--- src/rtl/cmdspi_regs_pkg.sv ---
package cmdspi_regs_pkg;

    // Byte addresses of the register window
    localparam logic [7:0] A_VERSION  = 8'h00;
    localparam logic [7:0] A_HOLD     = 8'h40;
    localparam logic [7:0] A_IRQ_EN   = 8'h80;
    localparam logic [7:0] A_IRQ_PEND = 8'h84;
    localparam logic [7:0] A_IRQ_SRC  = 8'h88;
    localparam logic [7:0] A_SYNC_TAG = 8'hC0;
    localparam logic [7:0] A_CMD_ROOM = 8'hD0;
    localparam logic [7:0] A_TX_ROOM  = 8'hD4;
    localparam logic [7:0] A_RX_LEVEL = 8'hD8;
    localparam logic [7:0] A_CMD_PUSH = 8'hE0;
    localparam logic [7:0] A_TX_PUSH  = 8'hE4;
    localparam logic [7:0] A_RX_POP   = 8'hE8;
    localparam logic [7:0] A_RX_PEEK  = 8'hEC;

    localparam int IRQ_W = 4;

    // Interrupt causes; the last member lands in bit 0
    typedef struct packed {
        logic sync_seen;
        logic rx_high;
        logic tx_low;
        logic cmd_low;
    } irq_cause_t;

    localparam int MAJOR_VERSION = 1;

    function automatic logic [31:0] pack_version(input logic [7:0] minor_v,
                                                 input logic [7:0] patch_v);
        return {8'h00, 8'(MAJOR_VERSION), minor_v, patch_v};
    endfunction

endpackage

--- src/rtl/cmdspi_fifo.sv ---
module cmdspi_fifo #(
    parameter int WIDTH = 8,
    parameter int DEPTH = 8
) (
    input  logic             clk,
    input  logic             rst,
    input  logic             push,
    input  logic [WIDTH-1:0] push_data,
    input  logic             pop,
    output logic [WIDTH-1:0] head,
    output logic [$clog2(DEPTH):0] level,
    output logic             full,
    output logic             empty
);
    localparam int AW = $clog2(DEPTH);
    localparam int LW = AW + 1;

    logic [WIDTH-1:0] store [DEPTH];
    logic [AW-1:0]    wr_ptr, rd_ptr;
    logic [LW-1:0]    count;
    logic             do_push, do_pop;

    assign full    = (count == LW'(DEPTH));
    assign empty   = (count == '0);
    assign do_push = push && !full;
    assign do_pop  = pop && !empty;
    assign level   = count;
    assign head    = empty ? '0 : store[rd_ptr];

    always_ff @(posedge clk) begin
        if (do_push) store[wr_ptr] <= push_data;
    end

    always_ff @(posedge clk) begin
        if (rst) begin
            wr_ptr <= '0;
            rd_ptr <= '0;
            count  <= '0;
        end else begin
            if (do_push) wr_ptr <= wr_ptr + AW'(1);
            if (do_pop)  rd_ptr <= rd_ptr + AW'(1);
            count <= count + LW'(do_push) - LW'(do_pop);
        end
    end

    // a push into a full queue leaves the level untouched
    p_full_drop_r10: assert property (@(posedge clk) disable iff (rst)
        (push && full && !pop) |=> $stable(level));

    // popping an empty queue keeps it empty
    p_empty_pop_r10: assert property (@(posedge clk) disable iff (rst)
        (pop && empty && !push) |=> empty);

endmodule

--- src/rtl/cmdspi_irq.sv ---
module cmdspi_irq
    import cmdspi_regs_pkg::*;
(
    input  logic             clk,
    input  logic             rst,
    input  logic [IRQ_W-1:0] raise,
    input  logic             clr_we,
    input  logic [IRQ_W-1:0] clr_mask,
    input  logic             en_we,
    input  logic [IRQ_W-1:0] en_data,
    output logic [IRQ_W-1:0] pending,
    output logic [IRQ_W-1:0] enable,
    output logic             irq
);
    logic [IRQ_W-1:0] clr_eff;

    assign clr_eff = clr_we ? clr_mask : '0;

    always_ff @(posedge clk) begin
        if (rst) begin
            pending <= '0;
            enable  <= '0;
        end else begin
            // a cause present in this cycle wins over a clear
            pending <= (pending & ~clr_eff) | raise;
            if (en_we) enable <= en_data;
        end
    end

    assign irq = |(pending & enable);

    // a sync event always leaves pending bit 3 set
    p_sync_sets_r6: assert property (@(posedge clk) disable iff (rst)
        raise[3] |=> pending[3]);

    // a clear of bit 3 with no new sync empties it
    p_w1c_r5: assert property (@(posedge clk) disable iff (rst)
        (clr_we && clr_mask[3] && !raise[3]) |=> !pending[3]);

endmodule

--- src/rtl/cmdspi_regfront.sv ---
module cmdspi_regfront
    import cmdspi_regs_pkg::*;
#(
    parameter int         CMD_DEPTH    = 8,
    parameter int         TX_DEPTH     = 8,
    parameter int         RX_DEPTH     = 8,
    parameter int         CMD_LOW_MARK = 2,
    parameter int         TX_LOW_MARK  = 2,
    parameter int         RX_HIGH_MARK = 6,
    parameter logic [7:0] VER_MINOR    = 8'h00,
    parameter logic [7:0] VER_PATCH    = 8'h61
) (
    input  logic        clk,
    input  logic        rst,
    input  logic        bus_wr,
    input  logic [7:0]  bus_wr_addr,
    input  logic [31:0] bus_wr_data,
    input  logic        bus_rd,
    input  logic [7:0]  bus_rd_addr,
    output logic [31:0] bus_rd_data,
    output logic        cmd_valid,
    output logic [15:0] cmd_word,
    input  logic        cmd_take,
    output logic        tx_valid,
    output logic [7:0]  tx_byte,
    input  logic        tx_take,
    input  logic        rx_put,
    input  logic [7:0]  rx_byte,
    input  logic        sync_pulse,
    input  logic [7:0]  sync_tag,
    output logic        engine_hold,
    output logic        irq
);
    localparam int CLW = $clog2(CMD_DEPTH) + 1;
    localparam int TLW = $clog2(TX_DEPTH) + 1;
    localparam int RLW = $clog2(RX_DEPTH) + 1;
    localparam logic [31:0] VERSION_WORD = pack_version(VER_MINOR, VER_PATCH);

    logic [CLW-1:0] cmd_level;
    logic [TLW-1:0] tx_level;
    logic [RLW-1:0] rx_level;
    logic           cmd_full, cmd_empty, tx_full, tx_empty, rx_full, rx_empty;
    logic [7:0]     rx_head;
    logic           cmd_push, tx_push, rx_pop;
    logic [7:0]     sync_tag_q;
    logic           hold_q;
    irq_cause_t     cause;
    logic [IRQ_W-1:0] pend, irq_en;
    logic [31:0]    rd_next;
    logic           unused_wbits;

    assign unused_wbits = ^bus_wr_data[31:16];

    assign cmd_push = bus_wr && (bus_wr_addr == A_CMD_PUSH);
    assign tx_push  = bus_wr && (bus_wr_addr == A_TX_PUSH);
    assign rx_pop   = bus_rd && (bus_rd_addr == A_RX_POP);

    cmdspi_fifo #(.WIDTH(16), .DEPTH(CMD_DEPTH)) u_cmd_q (
        .clk(clk), .rst(rst), .push(cmd_push), .push_data(bus_wr_data[15:0]),
        .pop(cmd_take), .head(cmd_word), .level(cmd_level),
        .full(cmd_full), .empty(cmd_empty));

    cmdspi_fifo #(.WIDTH(8), .DEPTH(TX_DEPTH)) u_tx_q (
        .clk(clk), .rst(rst), .push(tx_push), .push_data(bus_wr_data[7:0]),
        .pop(tx_take), .head(tx_byte), .level(tx_level),
        .full(tx_full), .empty(tx_empty));

    cmdspi_fifo #(.WIDTH(8), .DEPTH(RX_DEPTH)) u_rx_q (
        .clk(clk), .rst(rst), .push(rx_put), .push_data(rx_byte),
        .pop(rx_pop), .head(rx_head), .level(rx_level),
        .full(rx_full), .empty(rx_empty));

    assign cmd_valid = !cmd_empty;
    assign tx_valid  = !tx_empty;

    always_comb begin
        cause           = '0;
        cause.cmd_low   = int'(cmd_level) <= CMD_LOW_MARK;
        cause.tx_low    = int'(tx_level) <= TX_LOW_MARK;
        cause.rx_high   = int'(rx_level) >= RX_HIGH_MARK;
        cause.sync_seen = sync_pulse;
    end

    cmdspi_irq u_irq (
        .clk(clk), .rst(rst), .raise(cause),
        .clr_we(bus_wr && (bus_wr_addr == A_IRQ_PEND)),
        .clr_mask(bus_wr_data[IRQ_W-1:0]),
        .en_we(bus_wr && (bus_wr_addr == A_IRQ_EN)),
        .en_data(bus_wr_data[IRQ_W-1:0]),
        .pending(pend), .enable(irq_en), .irq(irq));

    always_ff @(posedge clk) begin
        if (rst) begin
            hold_q     <= 1'b1;
            sync_tag_q <= '0;
        end else begin
            if (bus_wr && (bus_wr_addr == A_HOLD)) hold_q <= bus_wr_data[0];
            if (sync_pulse) sync_tag_q <= sync_tag;
        end
    end

    assign engine_hold = hold_q;

    always_comb begin
        case (bus_rd_addr)
            A_VERSION:  rd_next = VERSION_WORD;
            A_HOLD:     rd_next = {31'd0, hold_q};
            A_IRQ_EN:   rd_next = 32'(irq_en);
            A_IRQ_PEND: rd_next = 32'(pend);
            A_IRQ_SRC:  rd_next = 32'(pend & irq_en);
            A_SYNC_TAG: rd_next = 32'(sync_tag_q);
            A_CMD_ROOM: rd_next = 32'(CMD_DEPTH) - 32'(cmd_level);
            A_TX_ROOM:  rd_next = 32'(TX_DEPTH) - 32'(tx_level);
            A_RX_LEVEL: rd_next = 32'(rx_level);
            A_RX_POP,
            A_RX_PEEK:  rd_next = 32'(rx_head);
            default:    rd_next = '0;
        endcase
    end

    always_ff @(posedge clk) begin
        if (rst)         bus_rd_data <= '0;
        else if (bus_rd) bus_rd_data <= rd_next;
    end

    // the stored tag follows the tag of the last sync event
    p_sync_tag_r6: assert property (@(posedge clk) disable iff (rst)
        sync_pulse |=> (sync_tag_q == $past(sync_tag)));

    // a peek leaves the receive level alone
    p_peek_keeps_r9: assert property (@(posedge clk) disable iff (rst)
        (bus_rd && bus_rd_addr == A_RX_PEEK && !rx_put) |=> $stable(rx_level));

    // with every cause masked the line stays low
    p_masked_quiet_r7: assert property (@(posedge clk) disable iff (rst)
        (irq_en == '0) |-> !irq);

    // read data only moves after a read strobe
    p_rd_hold_r11: assert property (@(posedge clk) disable iff (rst)
        !bus_rd |=> $stable(bus_rd_data));

endmodule

--- config.mk ---
export PLATFORM = sky130hd
export DESIGN_NAME = cmdspi_regfront
export DESIGN_NICKNAME = d
export VERILOG_FILES = /design/src/rtl/cmdspi_regs_pkg.sv /design/src/rtl/cmdspi_fifo.sv /design/src/rtl/cmdspi_irq.sv /design/src/rtl/cmdspi_regfront.sv
export SDC_FILE = /design/constraint.sdc
export NUM_CORES = 1
export LEC_CHECK = 0
export BUFFER_PORTS_ARGS = -buffer_cell sky130_fd_sc_hd__buf_2
export CAP_MARGIN = 20
export CELL_PAD_IN_SITES_DETAIL_PLACEMENT = 1
export CELL_PAD_IN_SITES_GLOBAL_PLACEMENT = 2
export CORE_MARGIN = 4
export CORE_UTILIZATION = 43
export CTS_CLUSTER_SIZE = 25
export DETAILED_ROUTE_END_ITERATION = 7
export PLACE_DENSITY_LB_ADDON = 0.1
export SYNTH_ARGS = -nofsm -noshare
export SYNTH_HDL_FRONTEND = slang
export SYNTH_SLANG_ARGS = --single-unit
--- constraint.sdc ---
create_clock -name clk -period 4.3 [get_ports clk]
set_input_delay 0.86 -clock clk [delete_from_list [all_inputs] [get_ports clk]]
set_output_delay 0.86 -clock clk [all_outputs]
set_load 0.02 [all_outputs]
==> results.sh, run 1 <==
export IMPL_status="finished, final reports clean"
export IMPL_wire_per_inst_um=21.1
export IMPL_grt_usage=0.172
export IMPL_antenna_found_initial=0
export IMPL_first_iter_violations=380
export IMPL_dp_hpwl_um=19100
export IMPL_period_minus_slack_ns=3.36
export IMPL_slew_headroom=0.342
export IMPL_async_flop_share=0
export IMPL_vias_per_cell=5.38
export IMPL_coreArea_um2=30700
export IMPL_yosysSeqAreaShare=0.669
export IMPL_synthTopCellsByArea="edfxtp_1, mux4_2, dfxtp_1, mux2i_1, ha_1"
export IMPL_drt_total_wl_um=29000
export IMPL_num_rows=64
export IMPL_rsz0062_at_grt="no"
export IMPL_synth_top_area_frac=0.571
export IMPL_place_congestion=0.735
export IMPL_drcViolationCount=0
export IMPL_setup_tns_ns=0
export IMPL_maxCapViolCount=0
export IMPL_finalSetupViolCount=0
export IMPL_max_freq_ghz=0.298
export IMPL_cts_setup_buffers=0
export IMPL_power_leakage_nw=5.37
export IMPL_fin_skew_ns=0.0185
export IMPL_cts_resized_gates=0
export IMPL_ys_flop_type="edfxtp_1"
export IMPL_cp_max_fo=17
export IMPL_worstMarginPinSlew_ns=0.984
export IMPL_grt_max_degree=56
export IMPL_cts_sinks=322
export IMPL_syn_area_um2=13500
export IMPL_utilization=0.507
export IMPL_path_clk_slew_ns=0.06
export IMPL_start_kind="flop"
export IMPL_synth_edff_count=256
export IMPL_timing_rr_start="u_tx_q.level[1]"
export IMPL_yosys_warnings=0
export IMPL_netlist_instances=848
export IMPL_ys_ff_latch=322
export IMPL_final_common_cell="edfxtp_1"
export IMPL_syn_to_final_growth_pct=15.7
export IMPL_cts_buffer_depth=3
export IMPL_crit_end="cmd_word[3]"
export IMPL_grt_remaining_overflow=0
export IMPL_insertion_delay_ns=0.51
export IMPL_ctsRootBufferMaster="clkbuf_16"
export IMPL_hold_buffers=0
export IMPL_drive_gt1_frac=0.266
export IMPL_port_buffer_count=115
export IMPL_die_w_um=185
export IMPL_period_share=0.780
export IMPL_finalPower_w=0.00863
export IMPL_synth_area_leader_cell="edfxtp_1"
export IMPL_hold_violations=0
export IMPL_cts_tree="done"
export IMPL_synth_fp_nets=955
export IMPL_slew_viol_final=0
export IMPL_nFillCells=2985
export IMPL_die_h_um=185
export IMPL_ir_worst_vdd_uv=349
export IMPL_final_cells=1377
export IMPL_ff2ff_setup_slack_ns=1.50
export IMPL_io_pins=132
export IMPL_cts_buffers=35
export IMPL_worstPathRequired_ns=3.44
export IMPL_dr_pass1_iters=4
export IMPL_postRouteAntennaNets=0
export IMPL_dpl_cell_count=1317
export IMPL_ys_types=51
export IMPL_die_area_um2=34200
export IMPL_num_nets_final=1065
export IMPL_holdWs_ns=0.475
export IMPL_crit_type="reg2out"
export IMPL_grt_pass1_wl_um=45600
export IMPL_cellPowerDensity_nw_per_um2=554
export IMPL_cts_htree_levels=2
export IMPL_r2r_end="u_tx_q.level[2]"
export IMPL_end_kind="output port"
export IMPL_num_vias=7406
export IMPL_insertedDiodeCount=0
export IMPL_postSynthAreaPerCell_um2=15.9
export IMPL_initial_utilization=0.438
export IMPL_layout_common_cells="edfxtp_1, buf_2, nor2_1, dfxtp_1, mux4_2"
export IMPL_arrival_ns=2.50
export IMPL_r2r_cells=13
export IMPL_worstHoldPathType="reg2reg"
export IMPL_grt_pass1_vias=8007
export IMPL_min_from="bus_rd_data[7]"
[synth_stat cells, types with 2 or more instances]
library cell / number
nand2b_1: 13
edfxtp_1: 256
buf_4: 23
o22ai_1: 2
nand4_1: 4
fa_1: 3
nor4b_1: 2
dfxtp_1: 66
nand4b_1: 3
clkbuf_1: 23
xor2_1: 11
o21ai_0: 12
or4b_1: 2
nor2b_1: 11
ha_1: 32
a221oi_1: 2
a32oi_1: 3
nor2_1: 105
or3b_2: 2
a21oi_1: 12
a221o_1: 2
xnor2_1: 12
nor3_1: 11
a211oi_1: 5
buf_1: 4
mux2i_1: 52
a21o_1: 2
a222oi_1: 2
and2_1: 2
mux4_2: 64
or4b_2: 2
nand2_1: 39
a22oi_1: 4
a2bb2oi_1: 4
nand3_1: 8
inv_1: 24
buf_2: 9
nor4b_4: 2
[per-layer routing]
layer / vias to the layer above / GRT usage / routed length (um)
li1: 3411 / - / -
met1: 3784 / 0.228 / 12300
met2: 174 / 0.303 / 14900
met3: 37 / 0.0269 / 1380
met4: 0 / 0.0349 / 404
met5: - / 0 / 0
[state kept, by name, summed over array words and instances, names as in the netlist, named ones only]
name / flops
u_rx_q.rd_ptr: 3
u_rx_q.wr_ptr: 3
u_irq.pending: 4
u_cmd_q.wr_ptr: 3
u_cmd_q.store: 128
sync_tag_q: 8
u_tx_q.wr_ptr: 3
engine_hold: 1
u_cmd_q.level: 4
u_tx_q.store: 64
u_tx_q.level: 4
bus_rd_data: 10
u_rx_q.level: 4
u_rx_q.store: 64
u_tx_q.rd_ptr: 3
u_irq.enable: 4
u_cmd_q.rd_ptr: 3
[area by class of cell]
cell class / count / area, um2 / area share
Inverter: 24 / 90.1 / 0.00578
Timing Repair Buffer: 133 / 723 / 0.0464
Clock buffer: 47 / 962 / 0.0618
Multi-Input combinational cell: 442 / 4070 / 0.261
Tap cell: 396 / 495 / 0.0318
Sequential cell: 322 / 9010 / 0.578
Clock inverter: 13 / 230 / 0.0148
[stage by stage]
step | worst slack, ns | cell area, um2
2_1_floorplan | 0.645 | 13500
3_3_place_gp | 0.911 | 14400
3_5_place_dp | 0.838 | 14400
4_1_cts | 0.845 | 15600
6_report | 0.945 | 15600
5_1_grt | 0.694 | 15600
[cell families after synthesis]
group | Yosys count | share of synthesized area
flops | 322 | 0.669
simple gates | 215 | 0.0788
mux | 116 | 0.146
buf+inv | 84 | 0.0308
compound gates | 53 | 0.0268
fa+ha+maj | 35 | 0.0342
xor+xnor | 23 | 0.0150
[power by group]
part / switching, W / internal [W]
Sequential: 0.000154 / 0.00349
Clock: 0.00115 / 0.00193
Combinational: 0.00106 / 0.000849
[how the worst min path moves through the flow]
stage	cells after the start	slack (ns)	endpoint
final	2	0.48	bus_rd_data[7]
after global routing	2	0.51	bus_rd_data[6]
after CTS	2	0.48	bus_rd_data[7]
after detailed placement	2	0.46	bus_rd_data[7]
after global placement	2	0.45	bus_rd_data[7]
after floorplan	2	0.45	flop
[critical path, stage by stage, from the launching register on]
cell and delay [ns]:
dfxtp_2 0.74, buf_12 0.27, mux4_2 0.51, mux2i_1 0.23, nor2_1 0.06, buf_2 0.16
No activity file was read; power rests on OpenSTA's default activity.
==> run 2: changes to the inputs <==
Settings changed: CORE_UTILIZATION 43 to 39.
Clock period 4.3 ns to 2.8 ns, I/O delays scaled along.
==> run 2 against run 1 <==
Sequential power up 52%. Clock power is 54% higher. Hold slack worse by 0.18 ns. Non-clock buffer count up 39. Final area grew 3.1%. Largest cell class unchanged.
==> results.sh, run 2 (synthesized netlist as in run 1, its figures left out) <==
export IMPL_antenna_found_initial=0
export IMPL_cts_htree_levels=2
export IMPL_largest_reg_flops=128
export IMPL_arrival_ns=2.12
export IMPL_initial_utilization=0.399
export IMPL_reg_largest_list="u_cmd_q.store x128, u_rx_q.store x64, u_tx_q.store x64"
export IMPL_finalInstanceArea_um2=16100
export IMPL_period_share=0.958
export IMPL_die_h_um=194
export IMPL_finalSetupViolCount=0
export IMPL_dr_pass1_iters=5
export IMPL_slew_viol_final=0
export IMPL_power_leakage_nw=5.61
export IMPL_utilization=0.475
export IMPL_crit_chain="bufbuf_16, mux4_2, mux2i_1, nor2_1, buf_2"
export IMPL_start_kind="flop"
export IMPL_crit_type="reg2out"
export IMPL_cts_buffers=36
export IMPL_rsz0062_at_grt="yes"
export IMPL_grt_remaining_overflow=0
export IMPL_grt_pass1_wl_um=48900
export IMPL_grt_pass1_vias=8506
export IMPL_cellPowerDensity_nw_per_um2=836
export IMPL_ir_worst_vdd_uv=494
export IMPL_grt_max_degree=55
export IMPL_cp_max_fo=16
export IMPL_maxCapViolCount=0
export IMPL_num_vias=7558
export IMPL_io_pins=132
export IMPL_vias_per_cell=5.13
export IMPL_drt_total_wl_um=30800
export IMPL_cts_buffer_depth=3
export IMPL_num_nets_final=1105
export IMPL_num_rows=67
export IMPL_insertedDiodeCount=0
export IMPL_coreArea_um2=33800
export IMPL_postRouteAntennaNets=0
export IMPL_ff2ff_setup_slack_ns=0.29
export IMPL_regMostFlops="u_cmd_q.store"
export IMPL_timing_rr_start="u_cmd_q.level[1]"
export IMPL_worstPathRequired_ns=2.24
export IMPL_drive_gt1_frac=0.295
export IMPL_cts_tree="done"
export IMPL_status="finished, final reports clean"
export IMPL_wire_per_inst_um=20.9
export IMPL_grt_usage=0.164
export IMPL_max_freq_ghz=0.373
export IMPL_fin_skew_ns=0.0110
export IMPL_insertion_delay_ns=0.51
export IMPL_slew_headroom=0.539
export IMPL_period_minus_slack_ns=2.68
export IMPL_layout_common_cells="edfxtp_1, buf_2, nor2_1, mux4_2, dfxtp_1"
export IMPL_place_area_um2=14800
export IMPL_port_buffer_count=115
export IMPL_final_common_cell="edfxtp_1"
export IMPL_min_from="sync_tag[1]"
export IMPL_hold_violations=0
export IMPL_worst_path_max_delay_cell="mux4_2"
export IMPL_dpl_cell_count=1407
export IMPL_nFillCells=3325
export IMPL_first_iter_violations=362
export IMPL_place_congestion=0.789
export IMPL_worstHoldPathType="in2reg"
export IMPL_ctsRootBufferMaster="clkbuf_16"
export IMPL_worstMarginPinSlew_ns=0.690
export IMPL_end_kind="output port"
export IMPL_path_clk_slew_ns=0.06
export IMPL_syn_to_final_growth_pct=19.2
export IMPL_cts_sinks=322
export IMPL_die_w_um=194
export IMPL_final_cells=1474
export IMPL_max_stage_delay_ns=0.53
export IMPL_drcViolationCount=0
export IMPL_die_area_um2=37600
export IMPL_dp_hpwl_um=20900
==> run 2: changes by cell type in the layout (fill, tap and decap cells not counted), moves of 2 or more <==
cell and delta:
nor3_1 +2, clkbuf_16 +2, buf_12 +6, clkinv_1 +4, buf_4 +32, bufinv_16 -2, nor3_2 -2, clkinv_2 +3
mux2i_1 -2
==> run 2: final timing paths <==
| check | endpoint | depth (start not counted) |
|---|---|---|
| max | cmd_word[4] | 5 |
| min | sync_tag_q[1] | 3 |
| max reg2reg | u_cmd_q.level[2] | 13 |
| min reg2reg | bus_rd_data[5] | 2 |
==> run 2: what timing repair did <==
item                                    in CTS  in global routing
setup buffers                                0                  0
gates cloned                                 1                  0
gates resized for setup                      0                  4
hold buffers                                 0                  0
endpoints found under the setup margin       2                  4
endpoints found under the hold margin        0                  0
==> run 2: where the power goes <==
part	leakage (nW)	switching, W	internal, W
clock network	0.586	0.00183	0.00291
registers	2.85	0.000159	0.00536
logic	2.18	0.00176	0.00141
==> run 2: final cells by class <==
type                    count  area [um2]  area share
inverters                  24        90.1     0.00561
well taps                 448         561      0.0349
flip-flops and latches    322        9010       0.561
clock buffers              49        1010      0.0631
repair buffers            172        1120      0.0695
multi-input cells         442        4070       0.254
clock inverters            17         191      0.0119
==> run 2: metal layers <==
| layer | track usage | vias to the layer above | wire [um] |
|---|---|---|---|
| li1 | - | 3484 | - |
| met1 | 0.214 | 3879 | 13500 |
| met2 | 0.291 | 155 | 15700 |
| met3 | 0.0275 | 40 | 1170 |
| met4 | 0.0328 | 0 | 442 |
| met5 | 0 | - | 0 |
==> run 2: critical path: cells and delay by family (launching register included) <==
family / cells / cell delay, ns
buffers and inverters: 2 / 0.50
muxes: 2 / 0.67
and+or+nand+nor: 1 / 0.06
DFF: 1 / 0.38
==> run 2: stage by stage <==
| step | power, W | setup TNS (ns) | hold slack, ns | worst slack, ns |
|---|---|---|---|---|
| 3_3_place_gp | 0.00869 | 0 | 0.450 | 0.00628 |
| 3_5_place_dp | 0.00880 | -0.719 | 0.474 | -0.0396 |
| 2_1_floorplan | 0.00775 | -14.26 | 0.454 | -0.132 |
| 6_report | 0.0134 | 0 | 0.292 | 0.117 |
| 5_1_grt | 0.0142 | -0.000254 | 0.291 | -0.000254 |
| 4_1_cts | 0.0137 | 0 | 0.268 | 0.0324 |
==> run 3: changes to the inputs <==
Settings changed: CORE_MARGIN 4 to unset.
==> run 3 against run 2 <==
Via count increased by 0.54%. Maximum frequency up 1.3%. Sequential share of layout area rose by 0.31 points. Clock skew rose by 0.0014 ns. Hold slack lost 0.0067 ns. Setup slack gained 0.035 ns. Sequential power is essentially flat. Routed wire length shrank 1.7%. Critical path depth unchanged.
==> results.sh, run 3 (synthesized netlist as in run 1, its figures left out) <==
export IMPL_status="finished, final reports clean"
export IMPL_num_rows=67
export IMPL_period_share=0.946
export IMPL_worstMarginPinSlew_ns=0.646
export IMPL_setup_tns_ns=0
export IMPL_multi_input_area_um2=4060
export IMPL_max_freq_ghz=0.378
export IMPL_slew_viol_final=0
export IMPL_drt_total_wl_um=30300
export IMPL_num_vias=7599
export IMPL_power_switching_w=0.00379
export IMPL_die_w_um=188
export IMPL_power_frac_seq=0.412
export IMPL_syn_to_final_growth_pct=18.6
export IMPL_die_area_um2=35300
export IMPL_place_ws_ns=-0.0205
export IMPL_cellPowerDensity_nw_per_um2=839
export IMPL_nFillCells=3301
export IMPL_grt_remaining_overflow=0
export IMPL_cts_tree="done"
export IMPL_worst_slack_ns=0.152
export IMPL_worstPathRequired_ns=2.24
export IMPL_worstHoldPathType="in2reg"
export IMPL_clkPwrFrac=0.352
export IMPL_regArea_um2=9010
export IMPL_regMostFlops="u_cmd_q.store"
export IMPL_utilization=0.473
export IMPL_port_buffer_count=115
export IMPL_postRouteAntennaNets=0
export IMPL_end_kind="output port"
export IMPL_finalSetupViolCount=0
export IMPL_grt_max_degree=55
export IMPL_ir_worst_vdd_uv=476
export IMPL_finalInstanceArea_um2=16000
export IMPL_start_kind="flop"
export IMPL_dp_hpwl_um=20700
export IMPL_place_congestion=0.769
export IMPL_antenna_found_initial=0
export IMPL_p_comb_frac=0.235
export IMPL_crit_type="reg2out"
export IMPL_wire_per_inst_um=20.5
export IMPL_hold_violations=0
export IMPL_drcViolationCount=0
export IMPL_cp_max_fo=32
export IMPL_power_leakage_nw=5.59
export IMPL_grt_usage=0.175
export IMPL_grt_pass1_vias=8411
export IMPL_insertion_delay_ns=0.51
export IMPL_place_area_um2=14800
export IMPL_path_clk_slew_ns=0.06
export IMPL_reg_largest_list="u_cmd_q.store x128, u_rx_q.store x64, u_tx_q.store x64"
export IMPL_cts_sinks=322
export IMPL_final_common_cell="edfxtp_1"
export IMPL_arrival_ns=2.09
export IMPL_initial_utilization=0.399
export IMPL_vias_per_cell=5.15
export IMPL_largest_reg_flops=128
export IMPL_rsz0062_at_grt="no"
export IMPL_internal_power_w=0.00962
export IMPL_cts_buffers=37
export IMPL_slew_headroom=0.568
export IMPL_first_iter_violations=332
export IMPL_coreArea_um2=33800
export IMPL_maxCapViolCount=0
export IMPL_layout_common_cells="edfxtp_1, buf_2, nor2_1, mux4_2, dfxtp_1"
export IMPL_fin_skew_ns=0.0125
export IMPL_swShare=0.282
export IMPL_die_h_um=188
export IMPL_cts_htree_levels=2
export IMPL_hold_buffers=0
export IMPL_num_nets_final=1107
export IMPL_io_pins=132
export IMPL_finalPower_w=0.0134
export IMPL_dr_pass1_iters=4
export IMPL_grt_pass1_wl_um=47400
export IMPL_period_minus_slack_ns=2.65
export IMPL_ctsRootBufferMaster="clkbuf_16"
export IMPL_cts_buffer_depth=3
export IMPL_drive_gt1_frac=0.295
## run 3: cell count changes in the layout (fill, tap and decap cells not counted), sizes merged
cell,before,now
bufbuf,1,0
clkinv,12,15
buf,171,173
diode,0,1
inv,24,25
clkbuf,49,43
clkinvlp,1,2
## run 3: per-layer routing
metal,vias to the layer above,wire (um),track usage,part of all wire
met5,-,0,0,0
met4,0,691,0.0510,0.023
met2,172,15200,0.305,0.50
li1,3498,-,-,-
met1,3882,13000,0.224,0.43
met3,47,1360,0.0301,0.045
## run 3: cell type report
class,count,share of cell area
Tap cell,448,0.0351
Sequential cell,322,0.564
Antenna cell,1,0.000157
Multi-Input combinational cell,442,0.254
Clock buffer,43,0.0613
Timing Repair Buffer,173,0.0659
Clock inverter,22,0.0136
Inverter,24,0.00564
## run 3: path summary, 6_finish.rpt
kind | from | to | slack [ns] | depth (start not counted)
hold / removal | sync_tag[1] | sync_tag_q[1] | 0.29 | 3
setup reg to reg | u_tx_q.level[0] | u_tx_q.level[2] | 0.25 | 13
hold reg to reg | u_tx_q.rd_ptr[1] | flop | 0.49 | 2
setup / recovery | flop | cmd_word[5] | 0.15 | 5
## run 3: metrics by stage
| step | hold slack, ns | cells |
|---|---|---|
| 2_1_floorplan | 0.454 | 848 |
| 3_3_place_gp | 0.465 | 1408 |
| 3_5_place_dp | 0.478 | 1408 |
| 4_1_cts | 0.260 | 1474 |
| 5_1_grt | 0.283 | 1474 |
| 6_report | 0.286 | 1475 |
## run 3: critical path: stages, from the launching register on
cell,delay (ns)
dfxtp_1,0.30
buf_4,0.43
mux4_2,0.43
mux2i_1,0.19
nor2_1,0.06
buf_2,0.16
## run 3: repair_timing
action                                  4_1_cts  5_1_grt
setup buffers                                 1        0
endpoints found under the setup margin       10        5
resized for setup                             1        3
## run 3: power groups by stage
stage / combinational [W] / sequential (W) / clock [W]
2_1_floorplan: 0.00219 / 0.00556 / 0
3_3_place_gp: 0.00309 / 0.00563 / 0
3_5_place_dp: 0.00317 / 0.00565 / 0
4_1_cts: 0.00323 / 0.00553 / 0.00487
5_1_grt: 0.00348 / 0.00555 / 0.00503
6_report: 0.00315 / 0.00553 / 0.00473
